`config.mk`:
```
export PLATFORM = sky130hd
export DESIGN_NAME = cpuclk_regs
export DESIGN_NICKNAME = d
export VERILOG_FILES = /design/src/rtl/cpuclk_pkg.sv /design/src/rtl/cpuclk_settle.sv /design/src/rtl/cpuclk_decode.sv /design/src/rtl/cpuclk_regs.sv
export SDC_FILE = /design/constraint.sdc
export NUM_CORES = 1
export LEC_CHECK = 0
export BUFFER_PORTS_ARGS = -buffer_cell sky130_fd_sc_hd__buf_2
export CORE_ASPECT_RATIO = 1.4
export CORE_UTILIZATION = 45
export DETAILED_ROUTE_END_ITERATION = 7
export MAX_ROUTING_LAYER = met4
export PLACE_DENSITY_LB_ADDON = 0.2
export SLEW_MARGIN = 20
export SYNTH_ARGS = -nofsm -noshare
export SYNTH_HDL_FRONTEND = slang
export SYNTH_HIERARCHICAL = 1
export SYNTH_SLANG_ARGS = --single-unit
```
`constraint.sdc`:
```
create_clock -name clk -period 8.5 [get_ports clk]
set_clock_uncertainty 0.15 [all_clocks]
set_input_delay 1.7 -clock clk [delete_from_list [all_inputs] [get_ports clk]]
set_output_delay 1.7 -clock clk [all_outputs]
set_load 0.01 [all_outputs]
```
`src/rtl/cpuclk_pkg.sv`:
```
package cpuclk_pkg;
    localparam int unsigned OFS_SRC = 32'h000;
    localparam int unsigned OFS_MST = 32'h200;
    localparam int unsigned OFS_DC0 = 32'h300;
    localparam int unsigned OFS_DC1 = 32'h304;
    localparam int unsigned OFS_DS0 = 32'h400;
    localparam int unsigned OFS_DS1 = 32'h404;

    localparam int unsigned RATIO_W     = 3;
    localparam int unsigned MST_W       = 3;
    localparam int unsigned B_CORE_SEL  = 16;
    localparam int unsigned B_PM_SEL    = 20;
    localparam int unsigned B_MST       = 16;
    localparam int unsigned B_DIV_CORE  = 0;
    localparam int unsigned B_DIV_TRACE = 16;
    localparam int unsigned B_DIV_COPY  = 0;
    localparam int unsigned B_DIV_PM    = 4;

    localparam int unsigned NDIV      = 4;
    localparam int unsigned IDX_CORE  = 0;
    localparam int unsigned IDX_TRACE = 1;
    localparam int unsigned IDX_COPY  = 2;
    localparam int unsigned IDX_PM    = 3;

    localparam logic [MST_W-1:0] MST_MAIN   = 3'd1;
    localparam logic [MST_W-1:0] MST_ALT    = 3'd2;
    localparam logic [MST_W-1:0] MST_MOVING = 3'd4;

    typedef struct packed {
        logic               core_alt;
        logic               pm_main;
        logic [RATIO_W-1:0] div_core;
        logic [RATIO_W-1:0] div_trace;
        logic [RATIO_W-1:0] div_copy;
        logic [RATIO_W-1:0] div_pm;
    } ctl_t;

    typedef struct packed {
        logic src;
        logic mst;
        logic dc0;
        logic dc1;
        logic ds0;
        logic ds1;
    } sel_t;
endpackage

```
`src/rtl/cpuclk_settle.sv`:
```
module cpuclk_settle #(
    parameter int unsigned CYCLES = 4
) (
    input  logic clk,
    input  logic rst_n,
    input  logic start,
    output logic busy
);
    localparam int unsigned CNT_W = $clog2(CYCLES + 1);

    logic [CNT_W-1:0] cnt_d, cnt_q;

    always_comb begin
        cnt_d = cnt_q;
        if (start) begin
            cnt_d = CNT_W'(CYCLES);
        end else if (cnt_q != '0) begin
            cnt_d = cnt_q - CNT_W'(1);
        end
    end

    always_ff @(posedge clk or negedge rst_n) begin
        if (!rst_n) begin
            cnt_q <= '0;
        end else begin
            cnt_q <= cnt_d;
        end
    end

    assign busy = (cnt_q != '0);

    // a write always opens a window on the next cycle
    p_busy_after_start_r6: assert property (@(posedge clk) disable iff (!rst_n)
        start |=> busy);

    // busy only ever rises because of a write
    p_busy_rise_cause_r8: assert property (@(posedge clk) disable iff (!rst_n)
        $rose(busy) |-> $past(start));
endmodule

```
`src/rtl/cpuclk_decode.sv`:
```
module cpuclk_decode
    import cpuclk_pkg::*;
#(
    parameter int unsigned ADDR_W = 12
) (
    input  logic [ADDR_W-1:0] addr,
    output sel_t              sel,
    output logic              hit
);
    always_comb begin
        sel     = '0;
        sel.src = (addr == ADDR_W'(OFS_SRC));
        sel.mst = (addr == ADDR_W'(OFS_MST));
        sel.dc0 = (addr == ADDR_W'(OFS_DC0));
        sel.dc1 = (addr == ADDR_W'(OFS_DC1));
        sel.ds0 = (addr == ADDR_W'(OFS_DS0));
        sel.ds1 = (addr == ADDR_W'(OFS_DS1));
        hit     = |sel;
    end
endmodule

```
`src/rtl/cpuclk_regs.sv`:
```
module cpuclk_regs
    import cpuclk_pkg::*;
#(
    parameter int unsigned ADDR_W     = 12,
    parameter int unsigned DATA_W     = 32,
    parameter int unsigned MUX_SETTLE = 4,
    parameter int unsigned DIV_SETTLE = 2
) (
    input  logic                clk,
    input  logic                rst_n,
    input  logic                bus_wr,
    input  logic [ADDR_W-1:0]   bus_addr,
    input  logic [DATA_W-1:0]   bus_wdata,
    input  logic [DATA_W/8-1:0] bus_strb,
    output logic [DATA_W-1:0]   bus_rdata
);
    localparam int unsigned LANE_W = 8;

    sel_t            sel;
    logic            map_hit;
    ctl_t            ctl_d, ctl_q;
    logic            we_src;
    logic [NDIV-1:0] div_start;
    logic [NDIV-1:0] div_busy;
    logic            mux_busy;
    logic            unused_bits;

    assign unused_bits = ^{bus_wdata, bus_strb};

    cpuclk_decode #(.ADDR_W(ADDR_W)) u_decode (
        .addr (bus_addr),
        .sel  (sel),
        .hit  (map_hit)
    );

    always_comb begin
        we_src               = bus_wr && sel.src && bus_strb[B_CORE_SEL / LANE_W];
        div_start[IDX_CORE]  = bus_wr && sel.dc0 && bus_strb[B_DIV_CORE / LANE_W];
        div_start[IDX_TRACE] = bus_wr && sel.dc0 && bus_strb[B_DIV_TRACE / LANE_W];
        div_start[IDX_COPY]  = bus_wr && sel.dc1 && bus_strb[B_DIV_COPY / LANE_W];
        div_start[IDX_PM]    = bus_wr && sel.dc1 && bus_strb[B_DIV_PM / LANE_W];
    end

    always_comb begin
        ctl_d = ctl_q;
        if (we_src) begin
            ctl_d.core_alt = bus_wdata[B_CORE_SEL];
            ctl_d.pm_main  = bus_wdata[B_PM_SEL];
        end
        if (div_start[IDX_CORE])  ctl_d.div_core  = bus_wdata[B_DIV_CORE +: RATIO_W];
        if (div_start[IDX_TRACE]) ctl_d.div_trace = bus_wdata[B_DIV_TRACE +: RATIO_W];
        if (div_start[IDX_COPY])  ctl_d.div_copy  = bus_wdata[B_DIV_COPY +: RATIO_W];
        if (div_start[IDX_PM])    ctl_d.div_pm    = bus_wdata[B_DIV_PM +: RATIO_W];
    end

    always_ff @(posedge clk or negedge rst_n) begin
        if (!rst_n) begin
            ctl_q <= '0;
        end else begin
            ctl_q <= ctl_d;
        end
    end

    cpuclk_settle #(.CYCLES(MUX_SETTLE)) u_mux_settle (
        .clk   (clk),
        .rst_n (rst_n),
        .start (we_src),
        .busy  (mux_busy)
    );

    for (genvar g = 0; g < NDIV; g++) begin : g_div
        cpuclk_settle #(.CYCLES(DIV_SETTLE)) u_div_settle (
            .clk   (clk),
            .rst_n (rst_n),
            .start (div_start[g]),
            .busy  (div_busy[g])
        );
    end

    always_comb begin
        bus_rdata = '0;
        if (sel.src) begin
            bus_rdata[B_CORE_SEL] = ctl_q.core_alt;
            bus_rdata[B_PM_SEL]   = ctl_q.pm_main;
        end
        if (sel.mst) begin
            bus_rdata[B_MST +: MST_W] = mux_busy       ? MST_MOVING :
                                        ctl_q.core_alt ? MST_ALT : MST_MAIN;
        end
        if (sel.dc0) begin
            bus_rdata[B_DIV_CORE +: RATIO_W]  = ctl_q.div_core;
            bus_rdata[B_DIV_TRACE +: RATIO_W] = ctl_q.div_trace;
        end
        if (sel.dc1) begin
            bus_rdata[B_DIV_COPY +: RATIO_W] = ctl_q.div_copy;
            bus_rdata[B_DIV_PM +: RATIO_W]   = ctl_q.div_pm;
        end
        if (sel.ds0) begin
            bus_rdata[B_DIV_CORE]  = div_busy[IDX_CORE];
            bus_rdata[B_DIV_TRACE] = div_busy[IDX_TRACE];
        end
        if (sel.ds1) begin
            bus_rdata[B_DIV_COPY] = div_busy[IDX_COPY];
            bus_rdata[B_DIV_PM]   = div_busy[IDX_PM];
        end
    end

    // a parent write is followed by a transition window
    p_mux_moving_after_write_r3: assert property (@(posedge clk) disable iff (!rst_n)
        we_src |=> mux_busy);

    // writes outside the map leave every setting untouched
    p_unmapped_no_effect_r9: assert property (@(posedge clk) disable iff (!rst_n)
        (bus_wr && !map_hit) |=> (ctl_q == $past(ctl_q)));

    // a core ratio write without lane 0 keeps the field
    p_lane_gate_r7: assert property (@(posedge clk) disable iff (!rst_n)
        (bus_wr && sel.dc0 && !bus_strb[B_DIV_CORE / LANE_W]) |=> $stable(ctl_q.div_core));

    // the parent bit changes only through a lane-2 write to the select register
    p_src_hold_r2: assert property (@(posedge clk) disable iff (!rst_n)
        !(bus_wr && sel.src) |=> $stable(ctl_q.core_alt));
endmodule

```
==> flow_metrics.tcl <==
set metrics [dict create \
    status "finished, final reports clean" \
    maxCapViolCount 0 \
    synth_area_per_cell_um2 9.873 \
    peakVddDrop_uv 112.1 \
    cts_root_buffer "clkbuf_8" \
    total_power_uw 383.8 \
    grt_pass1_wl_um 4885 \
    die_h_um 73.19 \
    setup_violations 0 \
    p_leak_uw 0.001029 \
    netlist_area_um2 1629 \
    vias 1145 \
    post-route-min-period_ns 6.083 \
    drv_slew 0 \
    num_antenna_cells 0 \
    mostFrequentLayoutCell "buf_2" \
    setup.worst_path.end_class "primary output" \
    die_w_um 52.85 \
    die_area_um2 3868 \
    drtPass1Iterations 4 \
    postCtsHoldBufs 0 \
    io_pins 83 \
    cts_setup_buffers 0 \
    place_inst 238 \
    h-tree-depth 1 \
    clk_latency_ns 0.26 \
    crit_path_start "bus_addr[4]" \
    critPathRequiredTime_ns 6.65 \
    clkSlewWorstSetupHoldPaths_ns 0.08 \
    grt_max_degree 26 \
    pre_cts_slack_ns 2.464 \
    p_per_area_nw_per_um2 211.9 \
    setup_ws_ns 2.417 \
    min-delay-start "ctl_q[12]" \
    fmax_mhz 164.4 \
    hold_class "reg -> reg" \
    critPathLaunchType "input pin" \
    final_cell_mix "buf_2, dfrtp_1, inv_1, conb_1, nand2_1" \
    via_per_inst 4.731 \
    cts_tree "built" \
    num_rows 25 \
    crit_arrival_ns 4.23 \
    antenna_found_initial 0 \
    fin_crit_sh_pct 71.57 \
    cts.sink_count 25 \
    area_delta_synth_final_pct 11.21 \
    first_global_vias 1125 \
    drt_wl_total_um 2890 \
    final_hold_viol_count 0 \
    fin_area_um2 1812 \
    drc_errors 0 \
    worstMarginPinSlew_ns 1.034 \
    rsz0062_at_grt "no" \
    io_buffer_count 36 \
    core-area_um2 3410 \
    cp_max_fo 7 \
    drtIter0Drc 18 \
    cts_made_buffers 3 \
    grt.total_usage_pct 17.64 \
    crit_type "in -> out" \
    drive_above_1_share_pct 27.23 \
    finalNetCount 260 \
    dpl_cell_area_um2 1767 \
    overflow 0 \
    synthCells 165 \
    reg2reg_from "u_mux_settle/cnt_q[0]" \
    relSlewSlack_pct 30.40 \
    cts_resized 0 \
    initial_core_util_pct 47.78 \
    yosys_warnings 6 \
    dp_hpwl_um 2301 \
    fin_setup_tns_ns 0 \
    gp_congestion 0.7422 \
    fin_cells 242 \
    clk_path_buf_depth 2 \
    wire_per_inst_um 11.94 \
    ant_nets 0 \
]
path summary, 6_finish.rpt:
path / cells after the start / slack [ns] / end
max in group asynchronous: 1 / 6.56 / g_div[2].u_div_settle/cnt_q[1]
min in group asynchronous: 1 / 1.27 / ctl_q[8]
worst min-delay path: 1 / 0.34 / ctl_q[12]
worst max-delay path: 8 / 2.42 / bus_rdata[16]
worst max register to register: 4 / 7.13 / u_mux_settle/cnt_q[0]
worst min register to register: 1 / 0.34 / ctl_q[12]
routing by layer:
metal / GRT usage (%) / part of all wire, % / vias to the layer above
met5: - / 0 / -
met4: 6.725 / 1.4 / 0
met3: 2.083 / 5.3 / 4
met2: 28.83 / 50 / 48
met1: 21.94 / 43 / 521
li1: - / - / 572
flip-flops by register name (all words and copies together) (netlist names):
signal / flops
ctl_q: 14
g_div.u_div_settle/cnt_q: 8
u_mux_settle/cnt_q: 3
layout make-up:
type | instances | area, µm²
Clock buffer | 4 | 45.04
Fill cell | 315 | 1598
Inverter | 22 | 82.58
Multi-Input combinational cell | 113 | 813.3
Sequential cell | 25 | 625.6
Tap cell | 40 | 50.05
Timing Repair Buffer | 38 | 195.2
power by group:
part	leakage, µW	total [µW]	switching, µW	internal, µW
clock network	0.0000228	69.6	36.2	33.5
registers	0.000323	165	16.7	149
logic	0.000683	149	72.7	76.2
total	0.00103	384	126	258
worst max-delay path: stages:
cell and delay, ns:
buf_2 0.09, or4_1 0.65, nor4_1 0.92, buf_4 0.29, nand3b_1 0.13, o21ai_1 0.07, o31ai_1 0.21, buf_2 0.17
through the flow:
stage	hold WS (ns)	util [%]
finish	0.3373	53.14
global placement	0.3111	51.82
detailed placement	0.3198	51.82
global route	0.3695	53.14
CTS	0.3394	53.14
floorplan	0.2997	-
No activity file was read; power rests on OpenSTA's default activity.
